## src/rtl/stk_xchg_pkg.sv

```systemverilog
package stk_xchg_pkg;

  // Machine-cycle phases of one exchange, in bus order.
  typedef enum logic [2:0] {
    MC_IDLE  = 3'd0,
    MC_FETCH = 3'd1,
    MC_RD_LO = 3'd2,
    MC_RD_HI = 3'd3,
    MC_WR_HI = 3'd4,
    MC_WR_LO = 3'd5
  } mcyc_e;

  function automatic mcyc_e mcyc_succ(mcyc_e m);
    case (m)
      MC_FETCH: return MC_RD_LO;
      MC_RD_LO: return MC_RD_HI;
      MC_RD_HI: return MC_WR_HI;
      MC_WR_HI: return MC_WR_LO;
      default:  return MC_IDLE;
    endcase
  endfunction

  function automatic logic mcyc_is_read(mcyc_e m);
    return (m == MC_RD_LO) || (m == MC_RD_HI);
  endfunction

  function automatic logic mcyc_is_write(mcyc_e m);
    return (m == MC_WR_HI) || (m == MC_WR_LO);
  endfunction

endpackage

```

## src/rtl/stk_xchg_timer.sv

```systemverilog
module stk_xchg_timer
  import stk_xchg_pkg::*;
#(
  parameter int T_FETCH = 4,
  parameter int T_RD_LO = 3,
  parameter int T_RD_HI = 4,
  parameter int T_WR_HI = 3,
  parameter int T_WR_LO = 5,
  parameter int TW      = 3
) (
  input  logic          clk,
  input  logic          rst,
  input  logic          start,
  output mcyc_e         mc_q,
  output mcyc_e         mc_d,
  output logic [TW-1:0] ts_d,
  output logic          last_q
);

  logic [TW-1:0] ts_q;

  function automatic logic [TW-1:0] len_of(mcyc_e m);
    case (m)
      MC_FETCH: return TW'(T_FETCH);
      MC_RD_LO: return TW'(T_RD_LO);
      MC_RD_HI: return TW'(T_RD_HI);
      MC_WR_HI: return TW'(T_WR_HI);
      MC_WR_LO: return TW'(T_WR_LO);
      default:  return '0;
    endcase
  endfunction

  // Last T-state of the current machine cycle.
  always_comb last_q = (mc_q != MC_IDLE) && (ts_q == len_of(mc_q));

  always_comb begin
    mc_d = mc_q;
    ts_d = ts_q;
    if (mc_q == MC_IDLE) begin
      if (start) begin
        mc_d = MC_FETCH;
        ts_d = TW'(1);
      end else begin
        ts_d = '0;
      end
    end else if (last_q) begin
      mc_d = mcyc_succ(mc_q);
      ts_d = (mcyc_succ(mc_q) == MC_IDLE) ? '0 : TW'(1);
    end else begin
      ts_d = ts_q + TW'(1);
    end
  end

  always_ff @(posedge clk) begin
    if (rst) begin
      mc_q <= MC_IDLE;
      ts_q <= '0;
    end else begin
      mc_q <= mc_d;
      ts_q <= ts_d;
    end
  end

endmodule

```

## src/rtl/stk_xchg_path.sv

```systemverilog
module stk_xchg_path
  import stk_xchg_pkg::*;
#(
  parameter int AW = 16,
  parameter int DW = 8
) (
  input  logic          clk,
  input  logic          rst,
  input  logic          accept,
  input  logic [AW-1:0] sp_i,
  input  logic [2*DW-1:0] pair_i,
  input  mcyc_e         mc_q,
  input  logic          last_q,
  input  logic [DW-1:0] mem_rdata,
  output logic [AW-1:0] sp_q,
  output logic [AW-1:0] sp_d,
  output logic [DW-1:0] hold_hi,
  output logic [DW-1:0] hold_lo,
  output logic [DW-1:0] tmp_hi,
  output logic [DW-1:0] tmp_lo
);

  logic end_rd_lo, end_rd_hi, end_wr_hi;

  always_comb begin
    end_rd_lo = (mc_q == MC_RD_LO) && last_q;
    end_rd_hi = (mc_q == MC_RD_HI) && last_q;
    end_wr_hi = (mc_q == MC_WR_HI) && last_q;
  end

  // Working stack pointer: step up after the low read, back after the high write.
  always_comb begin
    if (accept)         sp_d = sp_i;
    else if (end_rd_lo) sp_d = sp_q + AW'(1);
    else if (end_wr_hi) sp_d = sp_q - AW'(1);
    else                sp_d = sp_q;
  end

  always_ff @(posedge clk) begin
    if (rst) begin
      sp_q    <= '0;
      hold_hi <= '0;
      hold_lo <= '0;
      tmp_hi  <= '0;
      tmp_lo  <= '0;
    end else begin
      sp_q <= sp_d;
      if (accept) begin
        hold_hi <= pair_i[2*DW-1:DW];
        hold_lo <= pair_i[DW-1:0];
      end
      if (end_rd_lo) tmp_lo <= mem_rdata;
      if (end_rd_hi) tmp_hi <= mem_rdata;
    end
  end

endmodule

```

## src/rtl/stk_xchg_seq.sv

```systemverilog
module stk_xchg_seq
  import stk_xchg_pkg::*;
#(
  parameter int AW        = 16,
  parameter int DW        = 8,
  parameter int T_FETCH   = 4,
  parameter int T_RD_LO   = 3,
  parameter int T_RD_HI   = 4,
  parameter int T_WR_HI   = 3,
  parameter int T_WR_LO   = 5,
  parameter int WR_TSTATE = 2   // must not exceed T_WR_HI or T_WR_LO
) (
  input  logic            clk,
  input  logic            rst,
  input  logic            start,
  input  logic [AW-1:0]   sp_i,
  input  logic [2*DW-1:0] pair_i,
  output logic            busy,
  output logic            done,
  output logic [AW-1:0]   sp_o,
  output logic [2*DW-1:0] pair_o,
  output logic [AW-1:0]   mem_addr,
  output logic            mem_rd,
  output logic            mem_wr,
  output logic [DW-1:0]   mem_wdata,
  input  logic [DW-1:0]   mem_rdata
);

  localparam int TM_A = (T_FETCH > T_RD_LO) ? T_FETCH : T_RD_LO;
  localparam int TM_B = (T_RD_HI > T_WR_HI) ? T_RD_HI : T_WR_HI;
  localparam int TM_C = (TM_A > TM_B) ? TM_A : TM_B;
  localparam int TMAX = (TM_C > T_WR_LO) ? TM_C : T_WR_LO;
  localparam int TW   = $clog2(TMAX + 1);

  mcyc_e         mc_q, mc_d;
  logic [TW-1:0] ts_d;
  logic          last_q, accept, seq_end;
  logic [AW-1:0] sp_q, sp_d;
  logic [DW-1:0] hold_hi, hold_lo, tmp_hi, tmp_lo;

  always_comb begin
    accept  = start && (mc_q == MC_IDLE);
    seq_end = (mc_q == MC_WR_LO) && last_q;
  end

  stk_xchg_timer #(
    .T_FETCH(T_FETCH), .T_RD_LO(T_RD_LO), .T_RD_HI(T_RD_HI),
    .T_WR_HI(T_WR_HI), .T_WR_LO(T_WR_LO), .TW(TW)
  ) u_timer (
    .clk(clk), .rst(rst), .start(start),
    .mc_q(mc_q), .mc_d(mc_d), .ts_d(ts_d), .last_q(last_q)
  );

  stk_xchg_path #(.AW(AW), .DW(DW)) u_path (
    .clk(clk), .rst(rst), .accept(accept), .sp_i(sp_i), .pair_i(pair_i),
    .mc_q(mc_q), .last_q(last_q), .mem_rdata(mem_rdata),
    .sp_q(sp_q), .sp_d(sp_d), .hold_hi(hold_hi), .hold_lo(hold_lo),
    .tmp_hi(tmp_hi), .tmp_lo(tmp_lo)
  );

  assign sp_o = sp_q;

  // Bus outputs are registered from the next machine-cycle state.
  always_ff @(posedge clk) begin
    if (rst) begin
      busy      <= 1'b0;
      done      <= 1'b0;
      pair_o    <= '0;
      mem_addr  <= '0;
      mem_rd    <= 1'b0;
      mem_wr    <= 1'b0;
      mem_wdata <= '0;
    end else begin
      busy     <= (mc_d != MC_IDLE);
      done     <= seq_end;
      mem_rd   <= mcyc_is_read(mc_d);
      mem_wr   <= mcyc_is_write(mc_d) && (ts_d == TW'(WR_TSTATE));
      mem_addr <= (mcyc_is_read(mc_d) || mcyc_is_write(mc_d)) ? sp_d : '0;
      case (mc_d)
        MC_WR_HI: mem_wdata <= hold_hi;
        MC_WR_LO: mem_wdata <= hold_lo;
        default:  mem_wdata <= '0;
      endcase
      if (seq_end) pair_o <= {tmp_hi, tmp_lo};
    end
  end

endmodule

```

## config.mk

```make
export PLATFORM = sky130hd
export DESIGN_NAME = stk_xchg_seq
export DESIGN_NICKNAME = d
export VERILOG_FILES = /design/src/rtl/stk_xchg_pkg.sv /design/src/rtl/stk_xchg_timer.sv /design/src/rtl/stk_xchg_path.sv /design/src/rtl/stk_xchg_seq.sv
export SDC_FILE = /design/constraint.sdc
export NUM_CORES = 1
export LEC_CHECK = 0
export CORE_MARGIN = 2
export CORE_UTILIZATION = 30
export CTS_BUF_LIST = sky130_fd_sc_hd__clkbuf_8
export DETAILED_ROUTE_END_ITERATION = 10
export PLACE_DENSITY = 0.6
export SLEW_MARGIN = 10
export SYNTH_ARGS = -nofsm -noshare
export SYNTH_HDL_FRONTEND = slang
export SYNTH_SLANG_ARGS = --single-unit
```

## constraint.sdc

```tcl
create_clock -name clk -period 3.1 [get_ports clk]
set_input_delay 0.465 -clock clk [delete_from_list [all_inputs] [get_ports clk]]
set_output_delay 0.465 -clock clk [all_outputs]
set_load 0.02 [all_outputs]
```

==> results of run 1 <==
state kept, by name (all words and copies together), names as in the netlist, 3 cells and up:
signal and flops:
pair_o 16, mem_wdata 8, u_timer.ts_q 3, u_path.hold_hi 8
u_path.hold_lo 8, mem_addr 16, u_path.sp_q 16, u_path.tmp_hi 8
u_path.tmp_lo 8, u_timer.mc_q 3
cell type report:
cell class | count | area, um2
multi-input combinational | 372 | 2080
tap | 180 | 225
timing repair buffer | 115 | 1110
clock buffer | 9 | 124
inverter | 7 | 26.3
sequential | 98 | 1960
fill | 1349 | 8220
clock inverter | 7 | 75.1
routing by layer:
| layer | vias up | wire length [um] | GRT usage [%] |
|---|---|---|---|
| met5 | - | 0 | 0 |
| met4 | 0 | 250 | 7.61 |
| met3 | 17 | 592 | 3.67 |
| met2 | 101 | 5990 | 26.6 |
| met1 | 1936 | 5470 | 20.6 |
| li1 | 2013 | - | - |
cells in the mapped netlist, types with 3 or more instances:
library cell,number
sky130_fd_sc_hd__a211oi_1,3
sky130_fd_sc_hd__a21oi_1,58
sky130_fd_sc_hd__a22o_1,8
sky130_fd_sc_hd__a22oi_1,3
sky130_fd_sc_hd__a31oi_1,4
sky130_fd_sc_hd__a32oi_1,7
sky130_fd_sc_hd__and2_1,4
sky130_fd_sc_hd__and3b_1,3
sky130_fd_sc_hd__buf_1,3
sky130_fd_sc_hd__clkbuf_1,35
sky130_fd_sc_hd__dfxtp_1,98
sky130_fd_sc_hd__ha_1,3
sky130_fd_sc_hd__inv_1,7
sky130_fd_sc_hd__nand2_1,106
sky130_fd_sc_hd__nand2b_1,4
sky130_fd_sc_hd__nand3_1,25
sky130_fd_sc_hd__nand4_1,9
sky130_fd_sc_hd__nor2_1,34
sky130_fd_sc_hd__nor2b_1,3
sky130_fd_sc_hd__nor3_1,17
sky130_fd_sc_hd__nor4_1,10
sky130_fd_sc_hd__nor4b_1,6
sky130_fd_sc_hd__o21ai_0,7
sky130_fd_sc_hd__or3_1,5
sky130_fd_sc_hd__or4_1,5
sky130_fd_sc_hd__xnor2_1,6
sky130_fd_sc_hd__xor2_1,6
critical path, stage by stage (launching register included):
cell and delay, ps:
sky130_fd_sc_hd__dfxtp_1 700, sky130_fd_sc_hd__nand2b_1 330, sky130_fd_sc_hd__nor3_1 730, sky130_fd_sc_hd__a32oi_1 290
sky130_fd_sc_hd__or4_1 440, sky130_fd_sc_hd__nand3_1 80
worst min path at each step:
stage                                   start                             end  slack, ps  cells past startpoint
2_1_floorplan   u_path.tmp_lo[0]$_SDFFE_PP0P_          pair_o[0]$_SDFFE_PP0P_        430                      2
3_3_place_gp   u_path.hold_hi[6]$_SDFFE_PP0P_  u_path.hold_hi[6]$_SDFFE_PP0P_        440                      2
3_5_place_dp    u_path.tmp_hi[0]$_SDFFE_PP0P_   u_path.tmp_hi[0]$_SDFFE_PP0P_        450                      2
4_1_cts         u_path.tmp_hi[0]$_SDFFE_PP0P_   u_path.tmp_hi[0]$_SDFFE_PP0P_        460                      2
5_1_grt        u_path.hold_lo[7]$_SDFFE_PP0P_  u_path.hold_lo[7]$_SDFFE_PP0P_        480                      2
6_report        u_path.tmp_hi[0]$_SDFFE_PP0P_          pair_o[8]$_SDFFE_PP0P_        460                      2
cells by family (layout without fill, tap and decap cells):
logic type | Yosys count | in the layout
adders and majority gates | 3 | 3
muxes | 2 | 2
buffers and inverters | 48 | 138
AOI/OAI and AO/OA | 111 | 111
and+or+nand+nor | 244 | 244
DFF | 98 | 98
xor gates and xnor gates | 12 | 12
power by group:
part           switching (mW)  total [mW]  internal, mW
combinational           0.151       0.286         0.136
sequential             0.0482        1.34          1.29
clock                   0.483       0.861         0.379
total                   0.682        2.49          1.80
==> metrics list, run 1 <==
* Cell Count, Final, Fillers Out: slightly below 800
* Critical path capture point: u_path.sp_q[10]$_SDFF_PP0_
- Top_reg_cell synth: sky130_fd_sc_hd__dfxtp_1
* P&R area growth vs syn: 32.6%
- Startpoint types: flop
* Total clock buffers created by CTS: 9
- Class of the most critical hold timing path: reg -> reg
* DRC viols: 0
- Portion of netlist area occupied by mux cells: 0.473%
- In this run the standard cell core region covers between 10000 and 15000 um2.
- Placement row count: 43
* Post-synth top area share: a little under half
- The routed design has around 12 mm of wire.
- Origin of the worst setup path: u_timer.mc_q[1]$_SDFF_PP0_
* Endpoint of the worst register-to-register path: u_path.sp_q[10]$_SDFF_PP0_
- Between clock sinks in the finished design, the worst skew comes to between 10 and 15 ps.
- At the placement stage, the worst setup path has a slack of around 570 ps.
* Largest driver fanout on the critical path: 16
- The critical path is of the reg -> reg type.
* Clock transition at path regs: approximately 100 ps
- In the layout the commonest cells are 106 x sky130_fd_sc_hd__nand2_1, 101 x sky130_fd_sc_hd__clkdlybuf4s50_1, 98 x sky130_fd_sc_hd__dfxtp_1.
- Post-detail-place hpwl: approximately 8.6 mm
* CP Data Required Time: roughly 3400 ps
* Die W: about 120 um
- Ratio of cells with drive above 1 in the final layout: ~6.3%
- Synthesized instance count: slightly above 500
- RSZ-0062 raised after global routing: no
- Critical path data arrival time: around 3000 ps
* Achievable Freq: about 380 MHz
- The final hold violation count is 0.
- Power spread over the standard cell area amounts to about 440 nW/um2.
- The floorplan step defined a die boundary enclosing between 15000 and 20000 um2.
* Final cell area excluding filler cells: between 5000 and 6000 um2
* Number of setup violations in the final report: 0
* Post-Syn Nets: 564
- Most common cell after layout, fill and taps aside: sky130_fd_sc_hd__nand2_1
* Cell taking the most area after synthesis: sky130_fd_sc_hd__dfxtp_1
* Count of input and output buffers: between 100 and 150
* Number of I/O pins: 103
- Measured on the finished design, the core utilization comes to 40.6%.
- Detailed routing inserted a total of around 4000 vias.
* Worst reg-to-reg path cell count: 5
* Worst slew pin tran: a little under 800 ps
- The worst-case IR drop observed on VDD is approximately 240 uV.
- Global Route Usage Sum: between 10% and 20%
- Post-layout total power: roughly 2.5 mW
* Final ANT Viol Nets: 0
- The synthesized netlist devotes 17.1% of its cell area to compound gates.
* Avg WL per Cell: ~16 um
* Final GP Congestion: about 0.9
- Number of iterations in the first detailed-routing pass: 4
* Final Worst Setup Slack: around 460 ps
* Global-route wire length before repair: between 15 and 20 mm
* Ant diodes: 0
* Synth Area in Adders: 0.887%
- Largest family of logic cells by synthesized area: simple AND/OR/NAND/NOR gates
- The synthesized netlist devotes 2.48% of its cell area to XOR and XNOR gates.
- In this run, post-CTS hold repair placed 0 buffers.
* Number of buffers on the longest clock path: 2
- Entering global routing, the biggest net connects between 40 and 50 pins.
- Count of final max-slew check failures: 0
- The tree is rooted in a sky130_fd_sc_hd__clkbuf_8.
- Number of H-tree branching levels: 3
* Leakage power: roughly 1.9 nW
* Number of unique standard cell types used by synthesis: 57
* Via count of the first global-routing pass: 3947
- The die is between 100 and 150 um tall.
- After detailed routing, the number of vias per cell comes to ~5.2.
- Buffers inserted by post-CTS timing repair: 0
- Post-route worst hold slack: 459 ps
* Post-synth EDFFs: 0
* Sequential element share of the synthesized area: a little under half
* Post-cts sizing count: 0
- Async set or reset register ratio after synthesis: 0%
* Clock latency of the later-clocked register in the worst-skew pair: 390 ps
* Area of placed instances: 5410 um2
- In this run the mean area of a mapped cell was 8.17 um2.
- Initial standard-cell utilization of the core: 30.6%
- Total Nets Final: roughly 650
- Max-cap violations in this run came to 0.
- Area of the mapped netlist: 4230 um2
- Synth warnings: 0
- The number of antenna violations at the first check in global routing is 0.
- Relative slew margins: a little under half
- Final min period: around 2600 ps
- Summing the areas of all and, or, nand and nor instances in the mapped netlist gives around 28% of the synthesized area.
- Synth Register Bits: 98
- Setup TNS: 0 ps
* Leftover overflow at the end of global routing: 0
* Leading cell types by total area after synthesis: sky130_fd_sc_hd__dfxtp_1 46%, sky130_fd_sc_hd__nand2_1 9.4%, sky130_fd_sc_hd__a21oi_1 6.9%
- The worst setup path is captured at a flop.
* Final cycle utilization of the critical path: 85.2%
- For flop-to-flop paths, the worst setup slack is approximately 460 ps.
- The flow ran to the end, and the final reports show no timing, DRC or antenna violations.
- For this design, the sink count on the clock tree is 98.
* Startpoint of the lowest-slack register-to-register path: u_timer.mc_q[1]$_SDFF_PP0_
* Instance count after placement with tap cells included: 772
- TritonCTS built the clock tree.
* First DRT Iteration DRCs: 289
Power figures use the tool's default switching activity.
==> inputs of run 2 (changes only) <==
SKIP_LAST_GASP = 1   (was unset)
==> results of run 2 <==
The final DEF is identical to that of run 1; final timing and power are the same.
